## src/rtl/kcs_mailbox_pkg.sv

```systemverilog
package kcs_mailbox_pkg;

  localparam int BYTE_W = 8;
  localparam int SW_W   = 4;

  localparam logic [BYTE_W-1:0] CODE_RX_DONE = 8'h02;
  localparam logic [BYTE_W-1:0] CODE_DUMMY   = 8'hFF;

  // Status byte: protocol bits on top, then sticky overruns, then full flags.
  typedef struct packed {
    logic [SW_W-1:0] sw;
    logic            iovr;
    logic            oovr;
    logic            ibf;
    logic            obf;
  } status_t;

  localparam int ST_OOVR = 2;
  localparam int ST_IOVR = 3;

  typedef enum logic [1:0] {
    RX_EMPTY = 2'd0,
    RX_DATA  = 2'd1,
    RX_DONE  = 2'd2,
    RX_DUMMY = 2'd3
  } rx_kind_e;

  typedef enum logic {
    SEQ_IDLE  = 1'b0,
    SEQ_DUMMY = 1'b1
  } seq_state_e;

  function automatic rx_kind_e classify(input logic full,
                                        input logic [BYTE_W-1:0] b);
    if (!full)                  return RX_EMPTY;
    else if (b == CODE_RX_DONE) return RX_DONE;
    else if (b == CODE_DUMMY)   return RX_DUMMY;
    else                        return RX_DATA;
  endfunction

  function automatic logic full_next(input logic full, input logic wr,
                                     input logic rd);
    return wr | (full & ~rd);
  endfunction

  function automatic logic overrun_hit(input logic full, input logic wr,
                                       input logic rd);
    return wr & full & ~rd;
  endfunction

endpackage

```

## src/rtl/kcs_buffer.sv

```systemverilog
module kcs_buffer
  import kcs_mailbox_pkg::*;
(
  input  logic              clk,
  input  logic              rst_n,
  input  logic              wr,
  input  logic [BYTE_W-1:0] wdata,
  input  logic              rd,
  input  logic              ovr_clr,
  output logic [BYTE_W-1:0] data,
  output logic              full,
  output logic              ovr,
  output logic              ovr_hit
);

  assign ovr_hit = overrun_hit(full, wr, rd);

  always_ff @(posedge clk) begin
    if (!rst_n) begin
      data <= '0;
      full <= 1'b0;
      ovr  <= 1'b0;
    end else begin
      if (wr) data <= wdata;
      full <= full_next(full, wr, rd);
      if (ovr_hit)      ovr <= 1'b1;
      else if (ovr_clr) ovr <= 1'b0;
    end
  end

endmodule

```

## src/rtl/kcs_read_port.sv

```systemverilog
module kcs_read_port
  import kcs_mailbox_pkg::*;
(
  input  logic              clk,
  input  logic              rst_n,
  input  logic              rd,
  input  logic              addr,
  input  logic [BYTE_W-1:0] data_byte,
  input  status_t           status,
  output logic [BYTE_W-1:0] rdata
);

  always_ff @(posedge clk) begin
    if (!rst_n)  rdata <= '0;
    else if (rd) rdata <= addr ? BYTE_W'(status) : data_byte;
  end

endmodule

```

## src/rtl/kcs_signal_seq.sv

```systemverilog
module kcs_signal_seq
  import kcs_mailbox_pkg::*;
(
  input  logic clk,
  input  logic rst_n,
  input  logic req,
  input  logic out_full,
  output logic busy,
  output logic accept,
  output logic dummy_we
);

  seq_state_e state;

  assign busy     = out_full | (state == SEQ_DUMMY);
  assign accept   = req & ~busy;
  assign dummy_we = (state == SEQ_DUMMY);

  always_ff @(posedge clk) begin
    if (!rst_n)      state <= SEQ_IDLE;
    else if (accept) state <= SEQ_DUMMY;
    else             state <= SEQ_IDLE;
  end

endmodule

```

## src/rtl/kcs_mailbox.sv

```systemverilog
module kcs_mailbox
  import kcs_mailbox_pkg::*;
(
  input  logic        clk,
  input  logic        rst_n,
  input  logic        host_wr,
  input  logic        host_rd,
  input  logic        host_addr,
  input  logic [7:0]  host_wdata,
  output logic [7:0]  host_rdata,
  output logic        host_irq,
  output logic [1:0]  host_rx_kind,
  input  logic        bmc_wr,
  input  logic        bmc_rd,
  input  logic        bmc_addr,
  input  logic [7:0]  bmc_wdata,
  output logic [7:0]  bmc_rdata,
  output logic        bmc_irq,
  output logic [1:0]  bmc_rx_kind,
  input  logic        bmc_sig_req,
  input  logic [3:0]  bmc_sig_bits,
  output logic        bmc_sig_busy
);

  // Decoded port events, named for the checker.
  logic host_data_wr, host_stat_wr, host_data_rd;
  logic bmc_data_wr,  bmc_stat_wr,  bmc_data_rd;
  assign host_data_wr = host_wr & ~host_addr;
  assign host_stat_wr = host_wr &  host_addr;
  assign host_data_rd = host_rd & ~host_addr;
  assign bmc_data_wr  = bmc_wr  & ~bmc_addr;
  assign bmc_stat_wr  = bmc_wr  &  bmc_addr;
  assign bmc_data_rd  = bmc_rd  & ~bmc_addr;

  // Signalling helper.
  logic sig_accept, dummy_we;
  logic out_full, in_full, out_ovr, in_ovr;
  logic out_ovr_hit, in_ovr_hit;
  logic [BYTE_W-1:0] out_data, in_data;

  kcs_signal_seq u_seq (
    .clk      (clk),
    .rst_n    (rst_n),
    .req      (bmc_sig_req),
    .out_full (out_full),
    .busy     (bmc_sig_busy),
    .accept   (sig_accept),
    .dummy_we (dummy_we)
  );

  // Outbound path: helper dummy byte overrides a direct write.
  logic              out_wr_ev, bmc_data_drop;
  logic [BYTE_W-1:0] out_wdata;
  logic              oovr_clr, iovr_clr;
  assign out_wr_ev     = dummy_we | bmc_data_wr;
  assign bmc_data_drop = dummy_we & bmc_data_wr;
  assign out_wdata     = dummy_we ? CODE_DUMMY : bmc_wdata;

  assign oovr_clr = (host_stat_wr & host_wdata[ST_OOVR]) |
                    (bmc_stat_wr  & bmc_wdata[ST_OOVR]);
  assign iovr_clr = (host_stat_wr & host_wdata[ST_IOVR]) |
                    (bmc_stat_wr  & bmc_wdata[ST_IOVR]);

  kcs_buffer u_out (
    .clk     (clk),
    .rst_n   (rst_n),
    .wr      (out_wr_ev),
    .wdata   (out_wdata),
    .rd      (host_data_rd),
    .ovr_clr (oovr_clr),
    .data    (out_data),
    .full    (out_full),
    .ovr     (out_ovr),
    .ovr_hit (out_ovr_hit)
  );

  kcs_buffer u_in (
    .clk     (clk),
    .rst_n   (rst_n),
    .wr      (host_data_wr),
    .wdata   (host_wdata),
    .rd      (bmc_data_rd),
    .ovr_clr (iovr_clr),
    .data    (in_data),
    .full    (in_full),
    .ovr     (in_ovr),
    .ovr_hit (in_ovr_hit)
  );

  // Protocol bits: helper write has priority over a direct status write.
  logic [SW_W-1:0] sw_bits;
  always_ff @(posedge clk) begin
    if (!rst_n)           sw_bits <= '0;
    else if (sig_accept)  sw_bits <= bmc_sig_bits;
    else if (bmc_stat_wr) sw_bits <= bmc_wdata[BYTE_W-1 -: SW_W];
  end

  status_t status;
  always_comb begin
    status.sw   = sw_bits;
    status.iovr = in_ovr;
    status.oovr = out_ovr;
    status.ibf  = in_full;
    status.obf  = out_full;
  end

  kcs_read_port u_host_rp (
    .clk       (clk),
    .rst_n     (rst_n),
    .rd        (host_rd),
    .addr      (host_addr),
    .data_byte (out_data),
    .status    (status),
    .rdata     (host_rdata)
  );

  kcs_read_port u_bmc_rp (
    .clk       (clk),
    .rst_n     (rst_n),
    .rd        (bmc_rd),
    .addr      (bmc_addr),
    .data_byte (in_data),
    .status    (status),
    .rdata     (bmc_rdata)
  );

  assign host_irq     = out_full;
  assign bmc_irq      = in_full;
  assign host_rx_kind = classify(out_full, out_data);
  assign bmc_rx_kind  = classify(in_full, in_data);

endmodule

```

## config.mk

```make
export PLATFORM = sky130hd
export DESIGN_NAME = kcs_mailbox
export DESIGN_NICKNAME = d
export VERILOG_FILES = /design/src/rtl/kcs_mailbox_pkg.sv /design/src/rtl/kcs_buffer.sv /design/src/rtl/kcs_read_port.sv /design/src/rtl/kcs_signal_seq.sv /design/src/rtl/kcs_mailbox.sv
export SDC_FILE = /design/constraint.sdc
export NUM_CORES = 1
export LEC_CHECK = 0
export BUFFER_PORTS_ARGS = -buffer_cell sky130_fd_sc_hd__buf_2
export CAP_MARGIN = 20
export CORE_ASPECT_RATIO = 0.75
export CORE_MARGIN = 2
export CORE_UTILIZATION = 52
export DETAILED_ROUTE_END_ITERATION = 16
export GPL_ROUTABILITY_DRIVEN = 0
export GPL_TIMING_DRIVEN = 0
export MAX_ROUTING_LAYER = met4
export PLACE_DENSITY_LB_ADDON = 0.3
export SETUP_SLACK_MARGIN = 0.15
export SYNTH_ARGS = -nofsm -noshare
export SYNTH_HDL_FRONTEND = slang
export SYNTH_SLANG_ARGS = --single-unit
```

## constraint.sdc

```tcl
create_clock -name clk -period 2.2 [get_ports clk]
set_input_delay 0.44 -clock clk [delete_from_list [all_inputs] [get_ports clk]]
set_output_delay 0.44 -clock clk [all_outputs]
set_load 0.01 [all_outputs]
```

# Word-level counts from Yosys, hierarchy flattened
# Index checks and enable logic that the tools add are counted.
[totals] inputBits=29 output_inout_bits=23 elab_cells=61 regBits=41
[classes] eq_ne=4 n_bitwise=28 n_reduce_logical=3 muxes=16
[ops] op="$mux 8" n=3
[ops] op="$and 1x1->1" n=17
[ops] op="$eq 8x2->1 const B" n=2
[ops] op="$eq 8x8->1 const B" n=2
[ops] op="$mux 2" n=6
[ops] op="$mux 4" n=2
[ops] op="$or 1x1->1" n=6
[ops] op="$reduce_bool 2->1" n=3
[ops] op="$mux 1" n=5
[ops] op="$not 1->1" n=5

# Depth between registers and ports, before layout
[logic_depth] ltp_word=6 ltp_mapped=4 ltp_nobuf=3

# Cells and area by module
# From an unflattened synthesis, not the netlist that was laid out.
[unflattened] hier_cells=186 hier_area_um2=1923.1
[by_module_without_submodules] module="kcs_buffer" instances=2 area_per_inst_um2=381.6 seq_area_each_um2=200.2 cells_each=32
[by_module_without_submodules] module="kcs_read_port" instances=2 area_per_inst_um2=350.3 seq_area_each_um2=160.2 cells_each=34
[by_module_without_submodules] module="kcs_mailbox" instances=1 area_per_inst_um2=412.9 seq_area_each_um2=80.1 cells_each=50
[by_module_without_submodules] module="kcs_signal_seq" instances=1 area_per_inst_um2=46.3 seq_area_each_um2=20.0 cells_each=4

# Least setup slack after synthesis
# No wires, ideal clock.
[synth_timing] path_kind="reg2out" from="reg u_in.data[7]" to="out bmc_rx_kind[1]" path_slack_ps=743 arrival_time_ps=1017 required_ps=1760 path_stages_with_launch=4 n_path_buf=0 cell_sequence="dfxtp_1 nand4_1 or2_2 a21boi_0"
[synth_between] elab_chain_cells=4 word_cells_on_any_way=5 classes_between="eq/ne: 2; mux: 3"
[synth_rtl] item="start, declared" line_no="kcs_buffer.sv:10" rtl="output logic [BYTE_W-1:0] data,"
[synth_rtl] item="start signal, assigned" line_no="kcs_buffer.sv:24" rtl="if (wr) data <= wdata;"
[synth_rtl] item="$eq 8x8->1" line_no="kcs_mailbox_pkg.sv:37" rtl="else if (b == CODE_DUMMY) return RX_DUMMY;"
[synth_rtl] item="$mux 2" line_no="kcs_mailbox_pkg.sv:37"
[synth_rtl] item="$mux 2 *" line_no="kcs_mailbox_pkg.sv:36" rtl="else if (b == CODE_RX_DONE) return RX_DONE;"
[synth_rtl] item="$mux 2 *" line_no="kcs_mailbox_pkg.sv:35" rtl="if (!full) return RX_EMPTY;"
[synth_rtl] item="end, declared" line_no="kcs_mailbox.sv:19" rtl="output logic [1:0] bmc_rx_kind,"
# Every way passes the cells marked *; elsewhere a longest branch is shown, timed or not.

# Worst setup path in the final report
[layout_timing] from="reg u_out.data[1]" to="out host_rx_kind[0]"
[layout_between] elab_chain_cells=3
[layout_rtl] item="start, declared" line_no="kcs_buffer.sv:10"
[layout_rtl] item="start signal, assigned" line_no="kcs_buffer.sv:24"
[layout_rtl] item="$eq 8x2->1" line_no="kcs_mailbox_pkg.sv:36"
[layout_rtl] item="$mux 2" line_no="kcs_mailbox_pkg.sv:36"
[layout_rtl] item="$mux 2" line_no="kcs_mailbox_pkg.sv:35"
[layout_rtl] item="end, declared" line_no="kcs_mailbox.sv:12" rtl="output logic [1:0] host_rx_kind,"
# No other way between the ends.

==> results.py <==
metrics = {
    "cts": {
        "cts-root-buf": "clkbuf_8",
        "cts_resized": 0,
        "cts.sinks": 41,
        "cts_tree": "done",
        "cts_setup_buffers": 0,
        "clk_latency_ns": 0.29,
        "clk_pin_slew_ns": 0.08,
        "cts_buffers": 5,
        "cts_max_path_buffers": 2,
        "postCtsHoldBufs": 0,
        "htreeDepth": 2,
    },
    "sta": {
        "fin_crit_ns": 1.95,
        "clock.fmax_ghz": 0.512,
        "hold_violations": 0,
        "post-route-period-util": 0.887,
        "worst_slew_pin_slew_ns": 0.491,
        "slew_headroom": 0.673,
        "slew_viol_final": 0,
        "fin_ws_ns": 0.248,
        "skew_ns": 0.00531,
        "finalSetupViolCount": 0,
        "finalSetupTns_ns": 0,
        "rsz0062_at_grt": "no",
    },
    "detailed_routing": {
        "drtIter0Drc": 63,
        "routed_wl_um": 4080,
        "wl_per_cell_um": 14.0,
        "vias_per_cell": 5.42,
        "dr.pass1.iters": 4,
        "met1_length_um": 1980,
        "dr_wl_met3_um": 231,
        "via_count": 1583,
        "top_layer": "met4",
        "drc": 0,
        "wl_met2_um": 1820,
        "ant_nets": 0,
    },
    "logic_synthesis": {
        "synth-xor-area-share": 0,
        "synth_seq_area_share": 0.461,
        "yosys.area.top_type": "dfxtp_1",
        "synthMuxAreaShare": 0.157,
        "syn_nets": 224,
        "ys_warn_count": 0,
        "syn_avg_cell_area_um2": 9.14,
        "post_synth_num_cell_types": 30,
        "synth.top_cells.by_area": "dfxtp_1, mux2i_1, a211oi_1",
        "postSynthCellCount": 195,
        "synth_top_family_by_area": "compound AO/OA/AOI/OAI gates",
        "synth-simple-area-share": 0.159,
        "synth_area_um2": 1780,
        "synth-seq-cells": 41,
        "synth_fa_ha_area_frac": 0,
        "yosys.area.top_type_share": 0.461,
        "synth-compound-area-share": 0.171,
    },
    "pwr": {
        "p_sw_frac": 0.249,
        "power_frac_clock": 0.365,
        "ir_drop_uv": 692,
        "p_per_area_nw_per_um2": 774,
        "power_switching_mw": 0.423,
        "internal-power_mw": 1.28,
        "leakage_nw": 0.984,
        "power_frac_seq": 0.493,
        "p_comb_frac": 0.141,
    },
    "finish": {
        "fin_util": 0.667,
        "diodes": 0,
        "fin_nets": 280,
        "areaGrowthSynthToFinish_pct": 23.1,
        "final_layout_size_suffix_gt1_frac": 0.294,
        "nFillCells": 288,
        "regArea_um2": 821,
        "multiInputGateArea_um2": 868,
    },
    "setup_path": {
        "r2r_cells": 4,
        "worstPathRequired_ns": 1.76,
        "critPathLaunch": "u_out.data[1]",
        "r2r_slack_ns": 0.96,
        "cp-start-kind": "flip-flop",
        "crit_fanout": 4,
        "worstSetupPathType": "reg -> out",
        "reg2reg_to": "sw_bits[1]",
        "r2r-start": "u_out.full",
        "end_kind": "primary output",
        "arrival_ns": 1.51,
    },
    "global_route": {
        "antenna_found_initial": 0,
        "grt_max_degree": 13,
        "grt_pass1_vias": 1386,
        "grt-ovfl-total": 0,
        "grt_pass1_wl_um": 6490,
        "grt_usage": 0.233,
    },
    "placed_design": {
        "io_buffer_count": 49,
        "post-place-ws_ns": 0.614,
        "hpwlAfterDp_um": 3000,
    },
    "run_status": {
        "status": "finished clean",
    },
    "floorplan": {
        "die-area_um2": 3920,
        "start_util": 0.542,
        "num_rows": 18,
        "die_w_um": 71.6,
        "die_height_um": 54.7,
        "io_pins": 52,
        "core_um2": 3290,
    },
    "worst_hold_path": {
        "whs_endpoint": "u_in.data[6]",
        "hp-class": "in -> reg",
        "min-delay-start": "host_wdata[6]",
        "hold_depth": 3,
    },
    "run": {
        "maxCapViolCount": 0,
    },
}
## routing by layer
layer | vias up | global-route usage
met4 | 0 | 0.0755
met3 | 7 | 0.0497
met1 | 714 | 0.318
met5 | - | -
met2 | 51 | 0.346
li1 | 811 | -
## worst max-delay path by stage
stage	endpoint	cells past startpoint
after floorplan	bmc_rx_kind[1]	3
after global placement	host_rx_kind[0]	4
after detailed placement	host_rx_kind[0]	4
after CTS	host_rx_kind[0]	4
after global routing	host_rx_kind[1]	4
final	host_rx_kind[0]	4
## power groups by stage
stage	Sequential, mW	Combinational, mW	Clock, mW
6_report	0.838	0.240	0.621
5_1_grt	0.845	0.266	0.658
4_1_cts	0.837	0.241	0.625
3_5_place_dp	0.854	0.239	0
3_3_place_gp	0.852	0.236	0
2_1_floorplan	0.854	0.143	0
## cells by family (layout without fill, tap and decap cells)
| kind of cell | after synthesis | in the layout |
|---|---|---|
| AOI/OAI and AO/OA | 49 | 49 |
| buffers and inverters | 17 | 74 |
| DFF | 41 | 41 |
| muxes | 28 | 28 |
| and+or+nand+nor | 60 | 60 |
## flip-flops by register name (all words and copies together), names as in the netlist
signal / count
u_host_rp.rdata: 8
u_out.data: 8
u_bmc_rp.rdata: 8
sw_bits: 4
u_seq.dummy_we: 1
u_out.ovr: 1
u_in.ovr: 1
u_in.full: 1
u_in.data: 8
u_out.full: 1
## through the flow
step / cells / hold WS, ns / power [mW] / instance area, µm²
6_report: 292 / 0.378 / 1.70 / 2190
3_3_place_gp: 284 / 0.475 / 1.09 / 2080
3_5_place_dp: 284 / 0.478 / 1.09 / 2080
2_1_floorplan: 195 / 0.458 / 0.997 / 1780
5_1_grt: 292 / 0.387 / 1.77 / 2190
4_1_cts: 292 / 0.375 / 1.70 / 2190
## critical path: stages (launching register included)
cell     delay, ns
dfxtp_1       0.40
nor4b_1       0.36
nand2_1       0.13
and2_2        0.20
buf_2         0.13
## layout make-up
class	instances	area share
Clock buffer	7	0.0394
Buffer	13	0.0354
Sequential cell	41	0.374
Inverter	4	0.00685
Tap cell	40	0.0228
Clock inverter	1	0.0137
Timing Repair Buffer	49	0.112
Multi-Input combinational cell	137	0.396
## cells in the mapped netlist
master and n:
a211oi_1 16, a21boi_0 2, a21oi_1 22, a311o_1 1
and2_1 1, and2_2 1, and3_1 1, buf_2 7
buf_4 3, buf_6 1, clkbuf_1 1, clkbuf_2 1
dfxtp_1 41, inv_1 3, inv_2 1, mux2i_1 28
nand2_1 21, nand2b_1 1, nand3_1 2, nand4_1 5
nor2_1 18, nor2b_1 2, nor4_1 2, nor4b_1 2
o21ai_0 2, o21ai_1 3, o21ai_2 1, o31ai_1 2
or2_2 3, or3b_1 1
## placed cells by master (no fill, tap or decap), drive strengths merged, types with 3 or more instances in the layout
master | netlist | final
nand2 | 21 | 21
nand4 | 5 | 5
a211oi | 16 | 16
mux2i | 28 | 28
nor2 | 18 | 18
o21ai | 6 | 6
a21oi | 22 | 22
or2 | 3 | 3
buf | 11 | 60
clkbuf | 2 | 9
dfxtp | 41 | 41
inv | 4 | 4
Note: power is estimated with default switching activity, not from simulation.
